File: config.mk
export PLATFORM = sky130hd
export DESIGN_NAME = ptw_walker
export DESIGN_NICKNAME = d
export VERILOG_FILES = /design/src/rtl/ptw_pkg.sv /design/src/rtl/ptw_desc_decode.sv /design/src/rtl/ptw_addr_gen.sv /design/src/rtl/ptw_pa_build.sv /design/src/rtl/ptw_walker.sv
export SDC_FILE = /design/constraint.sdc
export NUM_CORES = 1
export LEC_CHECK = 0
export ABC_CLOCK_PERIOD_IN_PS = 4000
export BUFFER_PORTS_ARGS = -buffer_cell sky130_fd_sc_hd__buf_2
export CORE_UTILIZATION = 45
export CTS_CLUSTER_DIAMETER = 60
export DETAILED_ROUTE_END_ITERATION = 6
export GPL_TIMING_DRIVEN = 0
export MAX_ROUTING_LAYER = met4
export PLACE_DENSITY = 0.83
export SYNTH_ARGS = -nofsm -noshare
export SYNTH_HDL_FRONTEND = slang
export SYNTH_HIERARCHICAL = 1
export SYNTH_SLANG_ARGS = --single-unit
File: constraint.sdc
create_clock -name clk -period 4 [get_ports clk]
set_clock_uncertainty 0.2 [all_clocks]
set_input_delay 0.8 -clock clk [delete_from_list [all_inputs] [get_ports clk]]
set_output_delay 0.8 -clock clk [all_outputs]
set_load 0.03 [all_outputs]
File: src/rtl/ptw_pkg.sv
package ptw_pkg;
    localparam int ADDR_W    = 32;
    localparam int DESC_W    = 32;
    localparam int L1_IDX_W  = 12;
    localparam int L2_IDX_W  = 8;
    localparam int BYTE_W    = 2;
    localparam int TTB_W     = ADDR_W - L1_IDX_W - BYTE_W;
    localparam int CPT_W     = ADDR_W - L2_IDX_W - BYTE_W;
    localparam int SEC_OFF_W = ADDR_W - L1_IDX_W;
    localparam int LRG_OFF_W = 16;
    localparam int SML_OFF_W = SEC_OFF_W - L2_IDX_W;

    typedef enum logic [2:0] {
        DK_FAULT,
        DK_TABLE,
        DK_SECTION,
        DK_LARGE,
        DK_SMALL
    } desc_kind_e;

    typedef enum logic [2:0] {
        ST_IDLE,
        ST_L1_REQ,
        ST_L1_WAIT,
        ST_L2_REQ,
        ST_L2_WAIT,
        ST_DONE
    } walk_state_e;
endpackage

File: src/rtl/ptw_desc_decode.sv
module ptw_desc_decode
    import ptw_pkg::*;
#(
    parameter int LEVEL = 1
) (
    input  logic [DESC_W-1:0] desc,
    output desc_kind_e        kind
);
    logic unused_hi;
    assign unused_hi = ^desc[DESC_W-1:2];

    generate
        if (LEVEL == 1) begin : g_first
            always_comb begin
                unique case (desc[1:0])
                    2'b01:   kind = DK_TABLE;
                    2'b10:   kind = DK_SECTION;
                    default: kind = DK_FAULT;
                endcase
            end
        end else begin : g_second
            always_comb begin
                unique case (desc[1:0])
                    2'b00:   kind = DK_FAULT;
                    2'b01:   kind = DK_LARGE;
                    default: kind = DK_SMALL;
                endcase
            end
        end
    endgenerate
endmodule

File: src/rtl/ptw_addr_gen.sv
module ptw_addr_gen
    import ptw_pkg::*;
(
    input  logic [TTB_W-1:0]  ttb,
    input  logic [ADDR_W-1:0] va,
    input  logic [DESC_W-1:0] l1_desc,
    input  logic              second,
    output logic [ADDR_W-1:0] addr
);
    logic [ADDR_W-1:0] l1_addr;
    logic [ADDR_W-1:0] l2_addr;
    logic              unused_bits;

    assign l1_addr = {ttb, va[ADDR_W-1 -: L1_IDX_W], {BYTE_W{1'b0}}};
    assign l2_addr = {l1_desc[DESC_W-1 -: CPT_W],
                      va[SEC_OFF_W-1 -: L2_IDX_W], {BYTE_W{1'b0}}};
    assign addr    = second ? l2_addr : l1_addr;

    assign unused_bits = ^{va[SML_OFF_W-1:0], l1_desc[DESC_W-CPT_W-1:0]};
endmodule

File: src/rtl/ptw_pa_build.sv
module ptw_pa_build
    import ptw_pkg::*;
(
    input  desc_kind_e        kind,
    input  logic [DESC_W-1:0] desc,
    input  logic [ADDR_W-1:0] va,
    output logic [ADDR_W-1:0] pa
);
    logic unused_bits;
    assign unused_bits = ^{desc[SML_OFF_W-1:0], va[ADDR_W-1:SEC_OFF_W]};

    always_comb begin
        unique case (kind)
            DK_SECTION: pa = {desc[DESC_W-1:SEC_OFF_W], va[SEC_OFF_W-1:0]};
            DK_LARGE:   pa = {desc[DESC_W-1:LRG_OFF_W], va[LRG_OFF_W-1:0]};
            DK_SMALL:   pa = {desc[DESC_W-1:SML_OFF_W], va[SML_OFF_W-1:0]};
            default:    pa = '0;
        endcase
    end
endmodule

File: src/rtl/ptw_walker.sv
module ptw_walker
    import ptw_pkg::*;
(
    input  logic              clk,
    input  logic              rst_n,
    input  logic [17:0]       ttb_base,
    input  logic              req_valid,
    output logic              req_ready,
    input  logic [31:0]       req_va,
    output logic              mem_req_valid,
    input  logic              mem_req_ready,
    output logic [31:0]       mem_req_addr,
    input  logic              mem_rsp_valid,
    input  logic [31:0]       mem_rsp_data,
    output logic              res_valid,
    input  logic              res_ready,
    output logic [31:0]       res_pa,
    output logic              res_fault
);
    walk_state_e       state_q, state_d;
    logic [ADDR_W-1:0] va_q;
    logic [DESC_W-1:0] l1_desc_q;
    logic [ADDR_W-1:0] pa_q;
    logic              fault_q;
    desc_kind_e        kind_l1, kind_l2, kind_sel;
    logic [ADDR_W-1:0] pa_new;

    ptw_desc_decode #(.LEVEL(1)) u_dec_l1 (.desc(mem_rsp_data), .kind(kind_l1));
    ptw_desc_decode #(.LEVEL(2)) u_dec_l2 (.desc(mem_rsp_data), .kind(kind_l2));

    assign kind_sel = (state_q == ST_L2_WAIT) ? kind_l2 : kind_l1;

    ptw_pa_build u_pa (.kind(kind_sel), .desc(mem_rsp_data), .va(va_q), .pa(pa_new));

    ptw_addr_gen u_addr (
        .ttb     (ttb_base),
        .va      (va_q),
        .l1_desc (l1_desc_q),
        .second  (state_q == ST_L2_REQ),
        .addr    (mem_req_addr)
    );

    // state register
    always_ff @(posedge clk) begin
        if (!rst_n) state_q <= ST_IDLE;
        else        state_q <= state_d;
    end

    // transitions
    always_comb begin
        state_d = state_q;
        unique case (state_q)
            ST_IDLE:    if (req_valid)     state_d = ST_L1_REQ;
            ST_L1_REQ:  if (mem_req_ready) state_d = ST_L1_WAIT;
            ST_L1_WAIT: if (mem_rsp_valid)
                            state_d = (kind_l1 == DK_TABLE) ? ST_L2_REQ : ST_DONE;
            ST_L2_REQ:  if (mem_req_ready) state_d = ST_L2_WAIT;
            ST_L2_WAIT: if (mem_rsp_valid) state_d = ST_DONE;
            ST_DONE:    if (res_ready)     state_d = ST_IDLE;
            default:                       state_d = ST_IDLE;
        endcase
    end

    // outputs
    always_comb begin
        req_ready     = 1'b0;
        mem_req_valid = 1'b0;
        res_valid     = 1'b0;
        unique case (state_q)
            ST_IDLE:              req_ready     = 1'b1;
            ST_L1_REQ, ST_L2_REQ: mem_req_valid = 1'b1;
            ST_DONE:              res_valid     = 1'b1;
            default: ;
        endcase
    end

    assign res_pa    = pa_q;
    assign res_fault = fault_q;

    // walk datapath
    always_ff @(posedge clk) begin
        if (!rst_n) begin
            va_q      <= '0;
            l1_desc_q <= '0;
            pa_q      <= '0;
            fault_q   <= 1'b0;
        end else begin
            if (state_q == ST_IDLE && req_valid) begin
                va_q <= req_va;
            end
            if (state_q == ST_L1_WAIT && mem_rsp_valid) begin
                l1_desc_q <= mem_rsp_data;
                pa_q      <= pa_new;
                fault_q   <= (kind_l1 == DK_FAULT);
            end
            if (state_q == ST_L2_WAIT && mem_rsp_valid) begin
                pa_q    <= pa_new;
                fault_q <= (kind_l2 == DK_FAULT);
            end
        end
    end
endmodule

== After elaboration in Yosys (flattened, before gate mapping) ==
Cells that the tools add are included.

* Output and inout bits: 68
* Flip-flop bits (word level): 100
* Logic and storage cells: 52
* Bits of input ports: 88

* Reduce and logical (&&, ||, !) cells: 10
* Multiplexer cells: 20
* Equal/unequal tests: 17

{| class="wikitable"
|+ Operator list
! operator !! number
|-
| 32-bit 2-to-1 mux || 3
|-
| 32-bit case mux with 3 select lines || 1
|-
| 3-bit 2-to-1 mux || 8
|-
| 3-bit case mux with 6 select lines || 1
|-
| 3-bit by 2-bit equality test with 1-bit output, second input constant || 4
|-
| 2-bit inequality test, second input constant || 6
|-
| 3-bit equality test, second input constant || 3
|-
| 3-bit logical NOT || 3
|-
| 3-bit by 1-bit equality test with 1-bit output, second input constant || 2
|-
| 3-bit case mux with 2 select lines || 1
|-
| 6-bit AND reduction || 1
|-
| 1-bit 2-to-1 mux || 5
|-
| 2-bit case mux with 2 select lines || 1
|-
| 1-bit logical AND || 3
|-
| 2-bit by 1-bit equality test with 1-bit output, second input constant || 1
|-
| 2-bit equality test, second input constant || 1
|-
| 2-bit logical NOT || 1
|-
| 2-bit nonzero test || 1
|-
| 2-bit OR reduction || 1
|}

== Logic depth before layout (Yosys ltp) ==
Gate-level depths: netlist of run 1.

* Depth after elaboration: 7
* Depth in mapped cells: 9
* Gate-level depth less buffers: 7

== Cells and area by module ==
The synthesis of run 1 kept the hierarchy.

{| class="wikitable"
|+ By module, submodules not included
! module !! area each (sq um) !! times used !! cells an instance
|-
| ptw_walker || 3673.5 || 1 || 465
|-
| ptw_addr_gen || 503.0 || 1 || 36
|-
| ptw_pa_build || 478.0 || 1 || 56
|-
| ptw_desc_decode at u_dec_l1 || 26.3 || 1 || 4
|-
| ptw_desc_decode at u_dec_l2 || 17.5 || 1 || 3
|}

== Worst setup path before layout of run 1 ==
No wires, ideal clock.

* Kind: register to output
* Start: reg state_q[0]
* End: out mem_req_addr[10]
* Stages on the path, launching flop included: 7
* Slack: 1.188 ns
* Buffers on the path: 2
* Data arrival time: 1.812 ns
* Path through: dfxtp_1 > buf_6 > inv_1 > nor2_1 > and2_1 > buf_6 > mux2_4

* Cells in the longest elaborated chain, start to end: 2

{| class="wikitable"
|+ Ends and longest elaborated chain
! what !! line !! RTL
|-
| start: declaration || ptw_walker.sv:20 || <nowiki>walk_state_e state_q, state_d;</nowiki>
|-
| start signal: assignment || ptw_walker.sv:46 || <nowiki>else state_q <= state_d;</nowiki>
|-
| 3-bit by 2-bit equality test with 1-bit output || ptw_walker.sv:39 || <nowiki>.second (state_q == ST_L2_REQ),</nowiki>
|-
| 32-bit 2-to-1 mux || ptw_addr_gen.sv:17 || <nowiki>assign addr = second ? l2_addr : l1_addr;</nowiki>
|-
| end: declaration || ptw_walker.sv:12 || <nowiki>output logic [31:0] mem_req_addr,</nowiki>
|}

Every way passes these cells.

== Final worst setup path of run 1 ==
* Start: reg state_q[0]
* End: out mem_req_addr[5]

Same word-level chain as after synthesis.

==> results of run 1 <==
[placed cells by master, fill, tap and decap left out, drive strengths merged, types with 2 or more instances in the layout]
cell and count:
a21boi 24, a21oi 88, a22o 4, and2 2, buf 173, clkbuf 29
conb 3, dfxtp 90, inv 5, mux2 33, nand2 181, nand2b 4
nand3 2, nand4b 4, nand4bb 5, nor2 5, nor2b 4, nor3 2
nor3b 2, nor4 2, nor4b 2, o211ai 5, o21ai 2, or3b 2
[per-layer routing]
layer	track usage (%)	wire length, microns
met1	29.1	5100
met2	38.4	5510
met3	4.51	661
met4	7.02	141
met5	-	0
[per-stage QoR]
stage                     total power (W)  cells  hold WS, ps  setup slack [ps]
after CTS                         0.00242    814          256               833
final                             0.00241    814          253               838
after global routing              0.00253    814          270               742
after global placement            0.00175    798          241              1270
after detailed placement          0.00177    798          244              1240
after floorplan                   0.00157    524          232              1190
[final cells by class]
type | instances | area (sq um)
clock buffer | 10 | 138
fill | 844 | 3860
timing repair buffer | 145 | 726
inverter | 2 | 7.51
sequential | 90 | 1800
tap | 129 | 161
buffer | 47 | 270
clock inverter | 6 | 72.6
multi-input combinational | 385 | 2290
[critical path, cell delays in order (launching register included)]
cell	delay (ps)
sky130_fd_sc_hd__dfxtp_1	410
sky130_fd_sc_hd__buf_6	170
sky130_fd_sc_hd__inv_1	70
sky130_fd_sc_hd__nor2_1	130
sky130_fd_sc_hd__and2_1	290
sky130_fd_sc_hd__buf_6	240
sky130_fd_sc_hd__mux2_4	320
sky130_fd_sc_hd__buf_2	180
[worst max path at each step]
| stage | from | endpoint | slack (ps) | depth (start not counted) |
|---|---|---|---|---|
| after floorplan | state_q[0] | mem_req_addr[10] | 1190 | 6 |
| after global placement | state_q[0] | mem_req_addr[9] | 1270 | 7 |
| after detailed placement | state_q[0] | mem_req_addr[5] | 1240 | 7 |
| after CTS | state_q[0] | mem_req_addr[5] | 830 | 7 |
| after global routing | state_q[0] | mem_req_addr[12] | 740 | 7 |
| final | state_q[0] | mem_req_addr[5] | 840 | 7 |
[registers in the layout, summed over array words and instances (netlist names)]
name / count
res_fault: 1
res_pa: 32
va_q: 32
state_q: 3
l1_desc_q: 22
[power by group through the flow]
| stage | Clock, W | Combinational (W) | Sequential (W) |
|---|---|---|---|
| 2_1_floorplan | 0 | 0.000531 | 0.00104 |
| 3_5_place_dp | 0 | 0.000728 | 0.00104 |
| 6_report | 0.000659 | 0.000731 | 0.00102 |
| 3_3_place_gp | 0 | 0.000713 | 0.00103 |
| 4_1_cts | 0.000672 | 0.000731 | 0.00102 |
| 5_1_grt | 0.000707 | 0.000795 | 0.00103 |
==> summary.md, run 1 <==
The run finished with clean final reports. The HPWL after detailed placement is 8.96 mm. The cell count after synthesis came out at 523. Data arrives at the worst endpoint at 2160 ps. The tree built by TritonCTS fans out to 90 sinks. The floorplan step set the die height to 101 microns. The first detailed-routing pass took 4 iterations.

The tools report the via count of the first global-routing pass as 3,722. Once detail routing completed, the nets flagged for antenna violations numbered 0. Clock tree synthesis inserted a total of 9 buffers. The count of yosys warnings during synthesis is 6, and the sum of negative setup slack is 0 ps. Ratio of final minimum period to clock period: 79.0%. Setup repair after global routing left no endpoint under its margin. The power density relative to cell area was 440 mW/mm^2.

Combinational logic is responsible for 30.4% of the overall power. The repair_antennas step left the layout with diodes totalling 0. Derived from the worst setup path, the maximum achievable clock frequency is 316 MHz.

The first global-routing pass estimated 17.8 mm of wire. Measured in cells, the most critical reg-to-reg path has a length of 9. After clock tree synthesis, the clock-pin slew on the worst setup and hold paths is 90 ps. For this design the top-level I/O count stands at 156. Row generation in the floorplan step produced 35 rows. The run gives 23.3% as the overall routing resource usage. For the total global routing overflow, the log shows 0. Dividing the detail-routed wire length by the instance count gives 14.0 microns. The number of instances on the worst hold path was 2; the total setup violations reported at the end of the flow was 0. The H-tree was split into 3 levels.

The core region is 0.00933 sq mm. Measured along the x axis, the die boundary spans 101 microns. Number of DRC violations after detailed routing: 0.

The switching power total is 0.000836 W. Capturing point of the worst reg2reg path: res_pa[18]. The tools report the endpoint kind of the worst setup timing path as an output port. Critical path launch point type: a register. The quantity of hold-fixing buffers added after cts is 0, and the post-route minimum period is 3160 ps. Part of the total power dissipated in the clock network: 27.4%. Count of nets after finishing: 768. The tools report the initial antenna violation count as 0. The tools report the master cell of the clock root buffer as sky130_fd_sc_hd__clkbuf_8.

The average instance in the mapped netlist occupies 8.35 sq um. The cell area that synthesis handed to floorplanning was 0.00437 sq mm. The critical path is of the register to output port type. In this run the most critical hold path is launched from va_q[5].

The via count normalized by instance count is 5.09, and the initial core utilization is 46.8%. The slew at the pin closest to its max-slew limit works out to 518 ps. Maximum vdd drop: 0.324 mV. The worst pin sits at a relative slew slack of 65.5%.

Path class of the lowest-slack min-delay path: register to register. The number of gates resized after CTS was 0. The final design utilization was 58.6%; the iteration-0 DRC count of the detailed router was 144. The final weighted congestion in routability-driven placement is 0.877. TritonCTS built the clock tree.

For the maximum count of clock buffers along a single path, the log shows 2. Die area: 0.0101 sq mm. The max capacitance violation total is 0.

The clock insertion delay at the later pin of the skew report is 360 ps, and the max-slew violation count is 0. The post-route netlist has 36.4% of its cells at a drive strength greater than 1. The worst register-to-register path begins at state_q[1]. The endpoint required time on the critical path is 3000 ps. The tools report the worst hold path endpoint as va_q[5]. For this block, the routed nets add up to 11.4 mm of wire. The worst register-to-register path has a setup slack of 1280 ps.

The internal power of the cells is 0.00157 W, and the fraction of power spent switching nets is 34.7%. The detailed router placed 4,141 vias in this run. The number of buffers added for setup after CTS was 0. The instance area at placement was 0.00526 sq mm.

The analysis attributes to cell leakage a power of 2.30 nW. Entering global routing, the biggest net connects 17 pins. The cell area after layout is 0.00547 sq mm. Relative to the synthesized area, the layout overhead comes to 25.2%. The count of input and output buffers is 145. The number of failing hold endpoints at the final stage was 0; the fraction of power consumed by sequential logic was 42.3%.

Maximum fanout along the worst path: 10.
Power figures use the tool's default switching activity.
==> run 2, diff against run 1 <==
- ABC_CLOCK_PERIOD_IN_PS: 4000 -> 2850
- PLACE_DENSITY: 0.83 -> 0.86
- clock period: 4 -> 2.85 ns (I/O delays scaled with it)
==> summary.md, run 2 (synthesis results as in run 1) <==
The run finished with clean final reports. The clock insertion delay at the later pin of the skew report is 370 ps (about the same). Instance area at placement: 0.00526 sq mm (unchanged). The area overhead of the layout relative to synthesis was 26.4%.

The deepest level of the CTS H-tree was 3 (unchanged); the number of sinks driven by the clock tree was 90 (unchanged). The tools report the endpoint required time on the critical path as 2080 ps (-920 ps). The tools report the top-level I/O count as 156 (unchanged). TritonCTS built the clock tree.

Layout cell share with drive strength beyond 1: 36.9% (+0.58 points). Number of buffers added for setup after CTS: 0 (unchanged). The maximum fanout along the worst path was 10 (unchanged); the max-slew violation count was 0 (unchanged). The clock slew seen by the registers of the worst setup and hold paths was 100 ps (about the same).

The run gives 0 (unchanged) as the number of failing hold endpoints at the final stage. The power density relative to cell area is 642 mW/mm^2 (+46%). The tools report the count of fill cells added during filler insertion as 841 (-0.36%).

The critical path is of the register to output port type. The worst setup path is captured at an output port. For the finished layout, the period the worst path requires is 2760 ps.

The placeable core area is 0.00933 sq mm (unchanged), and the final weighted congestion in routability-driven placement is 0.938 (+6.9%). The die span in y is 101 microns (unchanged), and the sum of routed wire length over all layers is 11.9 mm (+4.0%). The tools report the number of antenna repair diodes as 0 (unchanged). The setup slack of the most critical reg-to-reg path was 190 ps (-1090 ps). For the number of DRC violations after detailed routing, the log shows 0 (unchanged). The tools report the post-placement cell count as 798 (unchanged).

The detailed-router iteration count before antenna repair is 5 (+1), and the arrival time of the worst setup path is 1990 ps (-170 ps). The logs give 35 (unchanged) for the cell row count and 17 (unchanged) for the largest net degree at the start of global routing. The quantity of hold-fixing buffers added after cts is 0 (unchanged), and the total leakage power is 2.32 nW (+0.87%). The gate family responsible for the most delay along the worst path is buffers and inverters. The master cell of the clock root buffer was sky130_fd_sc_hd__clkbuf_8. The critical path goes through buf_6 -> inv_1 -> nor2_2 -> and2_4 -> buf_8 -> mux2_4 -> buf_2.

The slew at the pin closest to its max-slew limit was 561 ps (+42.7 ps). The detailed placer's ending HPWL was 9.26 mm (+3.4%); the maximum cell stage delay along the critical path was 380 ps (-30 ps). Highest-delay cell along the critical path: sky130_fd_sc_hd__dfxtp_2.

The iteration-0 DRC count of the detailed router was 200 (+39%); the overall routing resource usage was 24.3% (+0.99 points). For the vias after detailed routing, the log shows 4,150 (+0.22%). Count of non-filler cells in the finished layout: 814 (unchanged). The number of CTS-inserted buffers came out at 9 (unchanged). The die boundary width is 101 microns (unchanged).

The library cell used most frequently in the layout, excluding fill and tap cells, is sky130_fd_sc_hd__nand2_1. For the global-route wire length before repair, the log shows 18.5 mm (+3.9%). The critical path launch point type is a register. For the max capacitance violation total, the log shows 0 (unchanged). The total global routing overflow is 0 (unchanged). The detail-routed net length per standard cell works out to 14.6 microns (+4.0%). The initial antenna violation count was 0 (unchanged). Count of input and output buffers: 145 (unchanged). The total chip power was 0.00354 W (+47%); the die area was 0.0101 sq mm (unchanged). The maximum count of clock buffers along a single path is 2 (unchanged), and the total setup violations reported at the end of the flow is 0 (unchanged). The count of nets left with antenna violations after detail routing came out at 0 (unchanged). The worst slew slack as a fraction of its limit came out at 62.6% (-2.8 points). The count of nets after finishing is 768 (unchanged), and the maximum operating frequency is 363 MHz. The logs give 0 ps (unchanged) for the sum of negative setup slack and 46.8% (unchanged) for the initial core utilization.

Dividing the final minimum period by the clock period gives 96.8%. The via count of the first global-routing pass was 3,865 (+3.8%); the cell area after layout was 0.00552 sq mm (+0.98%). The via count normalized by instance count is 5.10 (+0.22%). The path class of the lowest-slack min-delay path is primary input to register. The run gives 0.475 mV (+47%) as the maximum vdd drop. In the layout the commonest cells are sky130_fd_sc_hd__nand2_1 (180), sky130_fd_sc_hd__buf_2 (159), sky130_fd_sc_hd__dfxtp_1 (89). Setup repair after global routing left no endpoint under its margin. Total buffers and inverters traversed by the critical path: 4 (unchanged). The smallest hold slack was 227 ps (-25.9 ps).
==> run 2: layer usage <==
| metal | global-route usage (%) | share of wire (%) | up-vias |
|---|---|---|---|
| met5 | - | 0 | - |
| met4 | 8.25 | 2.1 | 0 |
| met3 | 4.65 | 6.2 | 28 |
| met2 | 41.0 | 49 | 165 |
| met1 | 29.2 | 42 | 1896 |
| li1 | - | - | 2061 |
==> run 2: worst paths after layout <==
path / to / depth (start not counted) / start
worst min-delay path: va_q[22] / 3 / req_va[22]
worst max-delay path: mem_req_addr[7] / 7 / state_q[0]
worst max register to register: res_pa[16] / 9 / state_q[1]
worst min register to register: res_pa[22] / 2 / res_pa[22]
==> run 2: worst min-delay path, cell delays in order <==
cell,delay (ps)
sky130_fd_sc_hd__buf_2,100
sky130_fd_sc_hd__nand2_1,40
sky130_fd_sc_hd__a21oi_1,50
==> run 2: final cells by class <==
cell class | count | area [sq um] | share of cell area, %
Inverter | 2 | 7.51 | 0.136
Timing Repair Buffer | 145 | 726 | 13.1
Clock inverter | 7 | 124 | 2.24
Tap cell | 129 | 161 | 2.92
Clock buffer | 9 | 124 | 2.24
Multi-Input combinational cell | 385 | 2300 | 41.7
Sequential cell | 90 | 1800 | 32.6
Buffer | 47 | 278 | 5.03
==> run 2: power breakdown <==
part	switching, W	internal (W)
clock network	0.000482	0.000592
logic	0.000631	0.000405
registers	0.0000696	0.00136
==> run 2: per-stage QoR <==
step,setup WS [ps],utilization [%]
2_1_floorplan,268,-
3_3_place_gp,248,56.4
3_5_place_dp,187,56.4
4_1_cts,19.8,59.1
5_1_grt,15.3,59.2
6_report,92.6,59.2
==> run 2: repair_timing <==
action                                  4_1_cts  5_1_grt
hold endpoints to repair                      0        0
endpoints found under the setup margin       30       45
gates resized for setup                       3        4
==> run 3, diff against run 2 <==
- PLACE_DENSITY: 0.86 -> default
- PLACE_DENSITY_LB_ADDON: default -> 0.2
==> summary.md, run 3 (synthesis results as in run 1) <==
The run finished with clean final reports. The worst setup path is of the register to output port kind. The final weighted congestion in routability-driven placement was 0.845 (-9.9%).

The signal on the critical path passes through buf_6 -> inv_1 -> nor2_2 -> and2_4 -> buf_8 -> mux2_4 -> buf_2. The logs give 0.326 mV (-31%) for the maximum vdd drop and 9 (unchanged) for the number of CTS-inserted buffers. Setup repair after global routing left no endpoint under its margin. The met3 demand-to-capacity share in global routing came out at 3.19% (-1.5 points).

TritonCTS built the clock tree. The maximum cell stage delay along the critical path is 380 ps (about the same). The final design utilization was 58.5% (-0.76 points). In this run the most used layer during global routing was met2.

The iteration-0 DRC count of the detailed router came out at 128 (-36%). Initial core utilization: 46.8% (unchanged). The max-slew violation count was 0 (unchanged); the total global routing overflow was 0 (unchanged). The run gives 37.4% (-3.6 points) as the global-route met2 utilization. The logs give 166 ps (-21.1 ps) for the worst-case setup slack after placement and 18.0 mm (-2.3%) for the global-route wire length before repair.

The number of DRC violations after detailed routing was 0 (unchanged); the worst setup slack after layout was 99.1 ps (+6.54 ps). The run gives 1980 ps (about the same) as the arrival time of the worst setup path. The slew at the pin closest to its max-slew limit is 572 ps (+10.8 ps), and the total buffers and inverters traversed by the critical path is 4 (unchanged). The run gives 768 (unchanged) as the count of nets after finishing.

The count of non-filler cells in the finished layout is 814 (unchanged), and the initial antenna violation count is 0 (unchanged). The worst slew slack as a fraction of its limit was 61.9% (-0.72 points). The highest-delay cell along the critical path is sky130_fd_sc_hd__dfxtp_2.

The run gives 3,828 (-0.96%) as the via count of the first global-routing pass. Largest net degree at the start of global routing: 17 (unchanged). The post-route minimum period is 2750 ps (-6.54 ps). In this run the worst hold path is classified as primary input to register. The tools report the count of fill cells added during filler insertion as 885 (+5.2%). In the layout the commonest cells are sky130_fd_sc_hd__nand2_1 (180), sky130_fd_sc_hd__buf_2 (159), sky130_fd_sc_hd__dfxtp_1 (89). The maximum operating frequency was 364 MHz (+0.24%). Number of antenna repair diodes: 0 (unchanged). The library cell used most frequently in the layout, excluding fill and tap cells, is sky130_fd_sc_hd__nand2_1. The smallest hold slack is 236 ps (+8.59 ps). The sum of negative setup slack is 0 ps (unchanged), and the ratio of final minimum period to clock period is 96.5% (-0.23 points).

The logs give 2 (unchanged) for the maximum count of clock buffers along a single path and 360 ps (about the same) for the clock insertion delay at the later pin of the skew report. The worst setup path is launched from a register. The clock slew seen by the registers of the worst setup and hold paths is 100 ps (about the same), and the area overhead of the layout relative to synthesis is 24.8%.

The power density relative to cell area came out at 600 mW/mm^2 (-6.5%). The tools report the endpoint kind of the worst setup timing path as an output port. For the total leakage power, the log shows 2.29 nW (-1.3%). The count of input and output buffers was 145 (unchanged). The maximum fanout along the worst path is 10 (unchanged), and the number of failing hold endpoints at the final stage is 0 (unchanged). The run gives 0.00230 sq mm (unchanged) as the combined area of the multi-input logic cells.

The deepest level of the CTS H-tree was 3 (unchanged). The max capacitance violation total came out at 0 (unchanged). The placeable core area was 0.00933 sq mm (unchanged). The count of nets left with antenna violations after detail routing came out at 0 (unchanged). The root buffer cell chosen for the clock tree is sky130_fd_sc_hd__clkbuf_8.

The die boundary width was 101 microns (unchanged). The top-level I/O count was 156 (unchanged); the endpoint required time on the critical path was 2080 ps (about the same). The logs give 35 (unchanged) for the cell row count and 23.7% (-0.63 points) for the overall routing resource usage. The die span in y is 101 microns (unchanged), and the number of buffers added for setup after CTS is 0 (unchanged). The layout cell share with drive strength beyond 1 is 36.8% (-0.15 points). The via count normalized by instance count works out to 4.95 (-2.8%). The detail-routed net length per standard cell came out at 13.9 microns (-4.7%).

For the die area, the log shows 0.0101 sq mm (unchanged). Broken down by cell family, the worst path's largest delay share belongs to buffers and inverters. The met1 layer usage reported by global route was 31.4% (+2.2 points). The number of sinks driven by the clock tree was 90 (unchanged); the post-placement cell count was 798 (unchanged). The sum of routed wire length over all layers was 11.3 mm (-4.7%).

The footprint of the flip-flops and latches was 0.00180 sq mm (unchanged). Total setup violations reported at the end of the flow: 0 (unchanged). The run gives 4,032 (-2.8%) as the vias after detailed routing. The detailed-router iteration count before antenna repair was 5 (unchanged). The detailed placer's ending HPWL came out at 8.76 mm (-5.5%).
-- run 3: cell count changes in the layout (fill, tap and decap cells not counted) --
cell                         delta
sky130_fd_sc_hd__bufinv_16      -3
sky130_fd_sc_hd__clkinv_4       +2
sky130_fd_sc_hd__clkbuf_1       +1
sky130_fd_sc_hd__clkinv_2       +1
sky130_fd_sc_hd__clkinvlp_4     -1
-- run 3: final cells by class --
type	count	area share (%)
plain buffers	47	5.09
repair buffers	145	13.3
clock buffers	10	2.34
inverters	2	0.138
multi-input cells	385	42.2
flip-flops and latches	90	33.1
clock inverters	6	0.895
well taps	129	2.96
-- run 3: final timing paths --
kind | from | end | slack [ps] | cells after the start
max | state_q[0] | mem_req_addr[2] | 100 | 7
min | req_va[22] | va_q[22] | 240 | 3
max reg2reg | state_q[1] | res_pa[10] | 230 | 9
min reg2reg | va_q[0] | va_q[0] | 250 | 2
-- run 3: what timing repair did --
| action | in CTS | in global routing |
|---|---|---|
| hold buffers | 0 | 0 |
| pin swaps | 0 | 0 |
| endpoints found under the hold margin | 0 | 0 |
| resized for setup | 3 | 4 |
| setup endpoints to repair | 30 | 36 |
-- run 3: metrics by stage --
stage               total power [W]  cell area, sq um
floorplan                   0.00220              4370
global placement            0.00246              5260
detailed placement          0.00249              5260
CTS                         0.00329              5440
global route                0.00345              5450
finish                      0.00327              5450
-- run 3: routing by layer --
layer / up-vias / wire length, microns / part of all wire [%]
li1: 2058 / - / -
met1: 1824 / 5370 / 47
met2: 135 / 5180 / 46
met3: 15 / 590 / 5.2
met4: 0 / 169 / 1.5
met5: - / 0 / 0
-- run 3: report_power, final --
| part | total [W] | leakage, nW | internal, W | switching, W |
|---|---|---|---|---|
| Clock | 0.000806 | 0.0916 | 0.000329 | 0.000477 |
| Sequential | 0.00143 | 0.731 | 0.00136 | 0.0000676 |
| Combinational | 0.00103 | 1.47 | 0.000405 | 0.000627 |
| Total | 0.00327 | 2.29 | 0.00210 | 0.00117 |
-- run 3: worst reg2reg max path, delay by kind of cell (launching register included) --
kind | cells | cell delay [ps]
AO/OA/AOI/OAI | 2 | 290
buffers and inverters | 2 | 360
flip-flops | 1 | 320
multiplexers | 1 | 410
AND/OR/NAND/NOR | 4 | 980
